## src/rtl/mcc_pkg.sv

```systemverilog
// Shared definitions for the multicycle control sequencer.
// Assumes a 4-bit step encoding and 6-bit opcodes.
package mcc_pkg;

    localparam int STATE_W = 4;
    localparam int OP_W    = 6;
    localparam int FN_W    = 2;

    typedef enum logic [STATE_W-1:0] {
        ST_FETCH    = 4'b0000,
        ST_DECODE   = 4'b0001,
        ST_BR_TAKE  = 4'b0010,
        ST_PC_INC   = 4'b0011,
        ST_RR_EXEC  = 4'b0100,
        ST_RR_WB    = 4'b0101,
        ST_ORI_EXEC = 4'b0110,
        ST_ORI_WB   = 4'b0111,
        ST_LD_ADDR  = 4'b1000,
        ST_LD_MEM   = 4'b1001,
        ST_LD_WB    = 4'b1010,
        ST_ST_ADDR  = 4'b1011,
        ST_ST_MEM   = 4'b1100
    } step_t;

    localparam logic [OP_W-1:0] OPC_RR  = 6'b000000;
    localparam logic [OP_W-1:0] OPC_BEQ = 6'b000100;
    localparam logic [OP_W-1:0] OPC_ORI = 6'b001101;
    localparam logic [OP_W-1:0] OPC_LD  = 6'b100011;
    localparam logic [OP_W-1:0] OPC_ST  = 6'b101011;

    typedef enum logic [FN_W-1:0] {
        FN_ADD   = 2'b00,
        FN_OR    = 2'b01,
        FN_FUNCT = 2'b10
    } alu_fn_t;

    typedef struct packed {
        logic    imem_rd;
        logic    ir_en;
        logic    pc_en;
        logic    pc_sel;
        logic    a_en;
        logic    b_en;
        logic    ext_sign;
        logic    alu_imm;
        alu_fn_t alu_fn;
        logic    s_en;
        logic    dmem_rd;
        logic    m_en;
        logic    dmem_wr;
        logic    mem_to_reg;
        logic    reg_wr;
        logic    reg_dst;
    } ctrl_t;

endpackage

```

## src/rtl/mcc_step_reg.sv

```systemverilog
// Step register of the sequencer.
// Synchronous active-low reset forces the fetch step.
module mcc_step_reg
    import mcc_pkg::*;
(
    input  logic  clk,
    input  logic  rst_n,
    input  step_t step_d,
    output step_t step_q
);

    // Capture the next step, or return to fetch under reset.
    always_ff @(posedge clk) begin
        if (!rst_n) begin
            step_q <= ST_FETCH;
        end else begin
            step_q <= step_d;
        end
    end

endmodule

```

## src/rtl/mcc_dispatch.sv

```systemverilog
// Picks the first execution step from the opcode at decode.
// Assumes the opcode and eq flag are valid during decode. Unknown
// opcodes map to the PC+4 step, so nothing is written for them.
module mcc_dispatch
    import mcc_pkg::*;
#(
    parameter int OPW = OP_W
) (
    input  logic [OPW-1:0] opcode,
    input  logic           eq,
    output step_t          target
);

    // Map each supported opcode to its execute-class entry step.
    always_comb begin
        case (opcode)
            OPC_RR:  target = ST_RR_EXEC;
            OPC_ORI: target = ST_ORI_EXEC;
            OPC_LD:  target = ST_LD_ADDR;
            OPC_ST:  target = ST_ST_ADDR;
            OPC_BEQ: target = eq ? ST_BR_TAKE : ST_PC_INC;
            default: target = ST_PC_INC;
        endcase
    end

endmodule

```

## src/rtl/mcc_next_step.sv

```systemverilog
// Next-step logic: fixed successors, the decode dispatch and
// self-loops on the fetch and data-memory steps while memory waits.
// Assumes unused encodings should fall back to fetch.
module mcc_next_step
    import mcc_pkg::*;
(
    input  step_t step_q,
    input  step_t dispatch,
    input  logic  imem_wait,
    input  logic  dmem_wait,
    output step_t step_d
);

    // Choose the successor of the current step.
    always_comb begin
        case (step_q)
            ST_FETCH:    step_d = imem_wait ? ST_FETCH : ST_DECODE;
            ST_DECODE:   step_d = dispatch;
            ST_RR_EXEC:  step_d = ST_RR_WB;
            ST_ORI_EXEC: step_d = ST_ORI_WB;
            ST_LD_ADDR:  step_d = ST_LD_MEM;
            ST_LD_MEM:   step_d = dmem_wait ? ST_LD_MEM : ST_LD_WB;
            ST_ST_ADDR:  step_d = ST_ST_MEM;
            ST_ST_MEM:   step_d = dmem_wait ? ST_ST_MEM : ST_FETCH;
            default:     step_d = ST_FETCH;
        endcase
    end

endmodule

```

## src/rtl/mcc_ctrl_decode.sv

```systemverilog
// Decodes the current step into datapath controls.
// Capture enables of waiting steps are raised only in the exit cycle.
// Outputs a step does not use are driven to 0.
module mcc_ctrl_decode
    import mcc_pkg::*;
(
    input  step_t step_q,
    input  logic  imem_wait,
    input  logic  dmem_wait,
    output ctrl_t ctrl
);

    // Build the control word for the current step.
    always_comb begin
        ctrl = '0;
        case (step_q)
            ST_FETCH: begin
                ctrl.imem_rd = 1'b1;
                ctrl.ir_en   = !imem_wait;
            end
            ST_DECODE: begin
                ctrl.a_en = 1'b1;
                ctrl.b_en = 1'b1;
            end
            ST_BR_TAKE: begin
                ctrl.pc_en  = 1'b1;
                ctrl.pc_sel = 1'b1;
            end
            ST_PC_INC: begin
                ctrl.pc_en = 1'b1;
            end
            ST_RR_EXEC: begin
                ctrl.alu_fn = FN_FUNCT;
                ctrl.s_en   = 1'b1;
            end
            ST_RR_WB: begin
                ctrl.reg_wr  = 1'b1;
                ctrl.reg_dst = 1'b1;
                ctrl.pc_en   = 1'b1;
            end
            ST_ORI_EXEC: begin
                ctrl.alu_imm = 1'b1;
                ctrl.alu_fn  = FN_OR;
                ctrl.s_en    = 1'b1;
            end
            ST_ORI_WB: begin
                ctrl.reg_wr = 1'b1;
                ctrl.pc_en  = 1'b1;
            end
            ST_LD_ADDR, ST_ST_ADDR: begin
                ctrl.ext_sign = 1'b1;
                ctrl.alu_imm  = 1'b1;
                ctrl.alu_fn   = FN_ADD;
                ctrl.s_en     = 1'b1;
            end
            ST_LD_MEM: begin
                ctrl.dmem_rd = 1'b1;
                ctrl.m_en    = !dmem_wait;
            end
            ST_LD_WB: begin
                ctrl.reg_wr     = 1'b1;
                ctrl.mem_to_reg = 1'b1;
                ctrl.pc_en      = 1'b1;
            end
            ST_ST_MEM: begin
                ctrl.dmem_wr = 1'b1;
                ctrl.pc_en   = !dmem_wait;
            end
            default: ctrl = '0;
        endcase
    end

endmodule

```

## src/rtl/mc_ctrl_fsm.sv

```systemverilog
// Hardwired controller for a multicycle datapath. It links the step
// register, dispatch, next-step logic and control decode. Assumes
// opcode and eq are stable from decode to the end of the instruction.
module mc_ctrl_fsm
    import mcc_pkg::*;
(
    input  logic            clk,
    input  logic            rst_n,
    input  logic [OP_W-1:0] opcode,
    input  logic            eq,
    input  logic            imem_wait,
    input  logic            dmem_wait,
    output logic            imem_rd,
    output logic            ir_en,
    output logic            pc_en,
    output logic            pc_sel,
    output logic            a_en,
    output logic            b_en,
    output logic            ext_sign,
    output logic            alu_imm,
    output logic [FN_W-1:0] alu_fn,
    output logic            s_en,
    output logic            dmem_rd,
    output logic            m_en,
    output logic            dmem_wr,
    output logic            mem_to_reg,
    output logic            reg_wr,
    output logic            reg_dst
);

    step_t step_q;
    step_t step_d;
    step_t dispatch;
    ctrl_t ctrl;

    mcc_step_reg u_step (
        .clk    (clk),
        .rst_n  (rst_n),
        .step_d (step_d),
        .step_q (step_q)
    );

    mcc_dispatch #(.OPW(OP_W)) u_disp (
        .opcode (opcode),
        .eq     (eq),
        .target (dispatch)
    );

    mcc_next_step u_next (
        .step_q    (step_q),
        .dispatch  (dispatch),
        .imem_wait (imem_wait),
        .dmem_wait (dmem_wait),
        .step_d    (step_d)
    );

    mcc_ctrl_decode u_dec (
        .step_q    (step_q),
        .imem_wait (imem_wait),
        .dmem_wait (dmem_wait),
        .ctrl      (ctrl)
    );

    // Unpack the control word onto the ports.
    always_comb begin
        imem_rd    = ctrl.imem_rd;
        ir_en      = ctrl.ir_en;
        pc_en      = ctrl.pc_en;
        pc_sel     = ctrl.pc_sel;
        a_en       = ctrl.a_en;
        b_en       = ctrl.b_en;
        ext_sign   = ctrl.ext_sign;
        alu_imm    = ctrl.alu_imm;
        alu_fn     = ctrl.alu_fn;
        s_en       = ctrl.s_en;
        dmem_rd    = ctrl.dmem_rd;
        m_en       = ctrl.m_en;
        dmem_wr    = ctrl.dmem_wr;
        mem_to_reg = ctrl.mem_to_reg;
        reg_wr     = ctrl.reg_wr;
        reg_dst    = ctrl.reg_dst;
    end

endmodule

```

## config.mk

```make
export PLATFORM = sky130hd
export DESIGN_NAME = mc_ctrl_fsm
export DESIGN_NICKNAME = d
export VERILOG_FILES = /design/src/rtl/mcc_pkg.sv /design/src/rtl/mcc_step_reg.sv /design/src/rtl/mcc_dispatch.sv /design/src/rtl/mcc_next_step.sv /design/src/rtl/mcc_ctrl_decode.sv /design/src/rtl/mc_ctrl_fsm.sv
export SDC_FILE = /design/constraint.sdc
export NUM_CORES = 1
export LEC_CHECK = 0
export ABC_AREA = 1
export BUFFER_PORTS_ARGS = -buffer_cell sky130_fd_sc_hd__buf_2
export CORE_MARGIN = 2
export CORE_UTILIZATION = 35
export DETAILED_ROUTE_END_ITERATION = 12
export PLACE_DENSITY = 0.67
export SYNTH_ARGS = -nofsm -noshare
export SYNTH_HDL_FRONTEND = slang
export SYNTH_SLANG_ARGS = --single-unit
```

## constraint.sdc

```tcl
create_clock -name clk -period 1.3 [get_ports clk]
set_input_delay 0.065 -clock clk [delete_from_list [all_inputs] [get_ports clk]]
set_output_delay 0.065 -clock clk [all_outputs]
set_load 0.03 [all_outputs]
```

# == Word level (Yosys, flattened, before mapping) ==
# Index checks and enable logic that the tools add are counted.
# word_totals
output_inout_bits,17
ram_bits,0
rom_bits,0
latch_bits,0
mem_count,0
wordCells,43
ff_bits,4
in_bits,11
# classes
muxes,18
div_mod_pow,0
shifts,0
n_bitwise,0
multipliers,0
reduce_logical,8
add_sub_neg,0
order_cmp,0
n_eq_ne,16
# op_table
operator,n
one-hot mux 4 bit (8 select lines),1
"equality test 4 bit, second input constant",5
one-hot mux 4 bit (5 select lines),1
"equality test 4 x 3 -> 1 bit, second input constant",4
"equality test 6 bit, second input constant",2
two-way mux 1 bit,9
one-hot mux 3 bit (3 select lines),1
"equality test 4 x 2 -> 1 bit, second input constant",2
two-way mux 2 bit,4
"equality test 6 x 3 -> 1 bit, second input constant",1
"equality test 6 x 4 -> 1 bit, second input constant",1
zero test 6 bit,1
OR reduction 3 bit,2
OR reduction 5 bit,1
"equality test 4 x 1 -> 1 bit, second input constant",1
zero test 4 bit,1
two-way mux 4 bit,1
zero test 1 bit,2
one-hot mux 1 bit (2 select lines),1
OR reduction 2 bit,1

# == Depth between registers and ports, before layout ==
# logic_depth
word_depth,3
depth_mapped,9
ltp_nobuf,9

# == Hierarchy ==
# Synthesis repeated with hierarchy kept, for this count alone.
# unflattened
hier_cells,130
area_unflattened_um2,614.3
# by_module_without_submodules
mod,area_each_um2,cells_per_inst,n_inst,seq_area_each_um2
mcc_ctrl_decode,187.7,40,1,0.0
mcc_next_step,187.7,47,1,0.0
mcc_dispatch,128.9,31,1,0.0
mcc_step_reg,110.1,12,1,80.1

# == Least setup slack after synthesis ==
# OpenSTA, ideal clock, no wires.
# synth_path
path_kind,flip-flop to output port
start,reg u_step.step_q[2]
end,out pc_sel
slack_ps,14
stages_incl_launch_ff,4
path_buffers,0
arrival_time_ps,1221
required_time_ps,1235
cell_sequence,dfxtp_1 nor2_1 inv_1 nor3_1
# synth_via
elab_chain_cells,2
# synth_lines
item,line,text
start: declaration,mcc_step_reg.sv:9,output step_t step_q
start signal: assignment,mcc_step_reg.sv:17,step_q <= step_d;
equality test 4 x 2 -> 1 bit,mcc_ctrl_decode.sv:16,case (step_q)
two-way mux 1 bit,mcc_ctrl_decode.sv:16,
end: declaration,mc_ctrl_fsm.sv:16,"output logic pc_sel,"
# Every way passes these cells.

# == Final worst setup path ==
# layout_path
start,reg u_step.step_q[1]
end,out pc_en
# layout_via
elab_chain_cells,3
elab_cells_between_ends,8
classes_between,eq/ne (6); mux (1); reduce/logical (1)
# layout_lines
item,line,text
equality test 4 x 2 -> 1 bit (tied with other cells),mcc_ctrl_decode.sv:16,
OR reduction 5 bit (no source line),n/a,
one-hot mux 1 bit (2 select lines) (*),mcc_ctrl_decode.sv:16,
end: declaration,mc_ctrl_fsm.sv:15,"output logic pc_en,"
# Every way passes the cells marked *; elsewhere a longest branch is shown, timed or not.

==> results.md <==
- Outcome: finished, violations left
- Failing checks: negative setup slack
- Worst path required time: 1.24 ns
- DRT Pass-1 Iters: 3
- Wire per inst: 9.585 microns
- DR vias: 661
- Syn Area/Cell: 5.292 sq um
- Vias in the first global route: 581
- Yosys top cell by area: dfxtp_1
- CTS Root Cell: clkbuf_4
- Initial Util: 0.3809
- Clock skew: 0.003044 ns
- Detailed route wirelength on metal3: 56 microns
- Antenna-violating nets left: 0
- TritonCTS clock tree: built
- Crit share post-route: 1.000
- Final Max Slew Viols: 0
- Critical path endpoint: pc_en
- CTS clk-pin slew, worst paths: 0.03 ns
- Post-DP HPWL: 1082 microns
- P_leak: 0.0004781 uW
- CP delay by family, top: flip-flops
- Layout cells sized above 1: 0.4567
- Critical Path Start: u_step.step_q[1]
- WL met2: 730 microns
- Min cycle time layout: 1.300 ns
- Final setup fails: 1
- WP buf/inv: 1
- Total internal power: 301.6 uW
- CTS hold repair buffers: 0
- Largest register FFs: 4
- TritonCTS Buffers: 3
- Number of DRC markers in iteration 0: 5
- Register bit total from synthesis: 4
- Relative slew margins: 0.8546
- Unrepaired setup endpoints after global routing: true
- WP depth: 4
- Worst setup SP type: register
- Top Layer Used: met4
- Worst Hold Class: input pin to register
- Max-Cap Viols: 0
- Final Instance Area: 764.5 sq um
- Reg with most FFs: u_step.step_q
- Fraction of the yosys area taken by sequential cells: 0.1576
- # clock sinks: 4
- Cell Area, Placed: 654.4 sq um
- Routed wire length: 1361 microns
- Post-synth top area share: 0.1576
- Die area: 1772 sq um
- # rows: 13
- DRT met1 WL: 560 microns
- Placeable Area: 1334 sq um
- Placement Setup Slack: 0.1362 ns
- Switching Share: 0.3906
- # nets final: 140
- Reg-to-Reg End: u_step.step_q[1]
- Critical path, cell by cell: nor2_4 -> nand3_1 -> o211ai_1 -> buf_4
- Max clock buf depth: 2
- Unique masters post-synth: 18
- Largest cells by area after synthesis: dfxtp_1 16%, inv_1 15%, nand2_1 14%
- Sequential share of power: 0.295
- Synth Cell Area: 508.0 sq um
- R2R Path Start: u_step.step_q[3]
- Syn Inst Count: 96
- Antenna violations before repair: 0
- Hold Violations, Final: 0
- Slowest CP cell: dfxtp_4
- Die Wd: 42.10 microns
- Crit path largest cell delay: 0.37 ns
- Clock share of power: 0.294
- Ant diodes: 0
- GP Congestion: 0.8565
- Critical path endpoint category: output pin
- IO Port Bufs: 27
- DRC: 0
- Crit Path Max Fanout: 6
- Fmax: 769.0 MHz
- Number of synthesis warnings: 0
- Worst Path Class, Setup: register to output pin
- First-pass GRT wire length: 2249 microns
- Largest net degree at the start of global routing: 8
- H-tree levels: 1
- # IOs: 28
- R2R cell count: 8
- Peak VDD IR: 0.0003068 V
- Gr usage total: 0.1537
- Comb power frac: 0.410
- Syn nets: 107
- Die Y-Extent: 42.10 microns
- Worst-skew pair later-pin latency: 0.23 ns
- Worst hold slack: 0.1155 ns
- Final WS setup: -0.0003922 ns
- Grt total ovfl: 0
- Pwr Density: 647.3 nW/um^2
- Syn-to-layout area delta: 50.49%
- Top Registers: u_step.step_q: 4 flops
- Most frequent cells in the layout: 17 x inv_1, 17 x nand2_1, 17 x buf_2
- R2r setup slk: 0.20 ns
- Worst-Margin Slew: 0.2173 ns
- Crit path DAT: 1.24 ns
- Vias per Instance: 4.655
- Net Switching: 193.3 uW
-- area by class of cell --
cell class / instances / area [sq um]
tap: 15 / 18.77
timing repair buffer: 29 / 182.7
multi-input combinational: 65 / 347.8
fill: 139 / 569.3
sequential: 4 / 92.59
clock buffer: 3 / 22.52
inverter: 26 / 100.1
-- power by group through the flow --
stage               logic [uW]  registers (uW)  clock network, uW
finish                     203             146                146
global route               222             146                159
CTS                        190             146                151
detailed placement         185             146                  0
global placement           185             146                  0
floorplan                  136             142                  0
-- cell families after synthesis --
| logic type | Yosys count | synth area share |
|---|---|---|
| AO/OA/AOI/OAI | 7 | 0.09110 |
| buffers and inverters | 27 | 0.2069 |
| flip-flops | 4 | 0.1576 |
| AND/OR/NAND/NOR | 58 | 0.5443 |
-- metal layers --
metal  track usage  vias up
li1              -      353
met1        0.1718      290
met2        0.3063       16
met3      0.004310        2
met4       0.05000        0
met5             0        -
-- tightest hold or removal path: cells and delay by family --
family	cells	cell delay, ns
compound gates	1	0.09
buf+inv	2	0.15
-- synth_stat cells --
| master | n |
|---|---|
| inv_2 | 6 |
| o21ai_1 | 1 |
| a21oi_2 | 1 |
| nand2_2 | 2 |
| nand3_1 | 11 |
| nor3_1 | 2 |
| nor2_4 | 3 |
| nand2_4 | 1 |
| nor2_2 | 2 |
| o211ai_1 | 2 |
| nor2_1 | 17 |
| or2_0 | 1 |
| inv_1 | 20 |
| dfxtp_1 | 4 |
| a31oi_1 | 2 |
| buf_4 | 1 |
| nand2_1 | 19 |
| a21oi_1 | 1 |
-- per-stage QoR --
stage	cells	TNS (ns)	total power, uW	utilization
2_1_floorplan	96	0	278.4	-
5_1_grt	142	-0.2003	527.2	0.5732
6_report	142	-0.0003922	494.8	0.5732
3_5_place_dp	137	0	331.1	0.4906
3_3_place_gp	137	0	331.3	0.4906
4_1_cts	140	-0.03582	486.1	0.5169
-- repair_timing --
| item | 4_1_cts | 5_1_grt |
|---|---|---|
| cloned | 0 | 0 |
| gates resized for setup | 7 | 26 |
| endpoints found under the setup margin | 13 | 13 |
| setup buffers | 0 | 2 |
| hold endpoints to repair | 0 | 0 |
-- how the worst min path moves through the flow --
stage	startpoint	endpoint	slack, ns	cells after the start
6_report	rst_n	u_step.step_q[1]	0.12	3
5_1_grt	rst_n	u_step.step_q[1]	0.13	3
4_1_cts	rst_n	u_step.step_q[1]	0.11	3
3_5_place_dp	rst_n	u_step.step_q[1]	0.35	3
3_3_place_gp	rst_n	u_step.step_q[1]	0.34	3
2_1_floorplan	rst_n	u_step.step_q[1]	0.23	2
No activity file was read; power rests on OpenSTA's default activity.
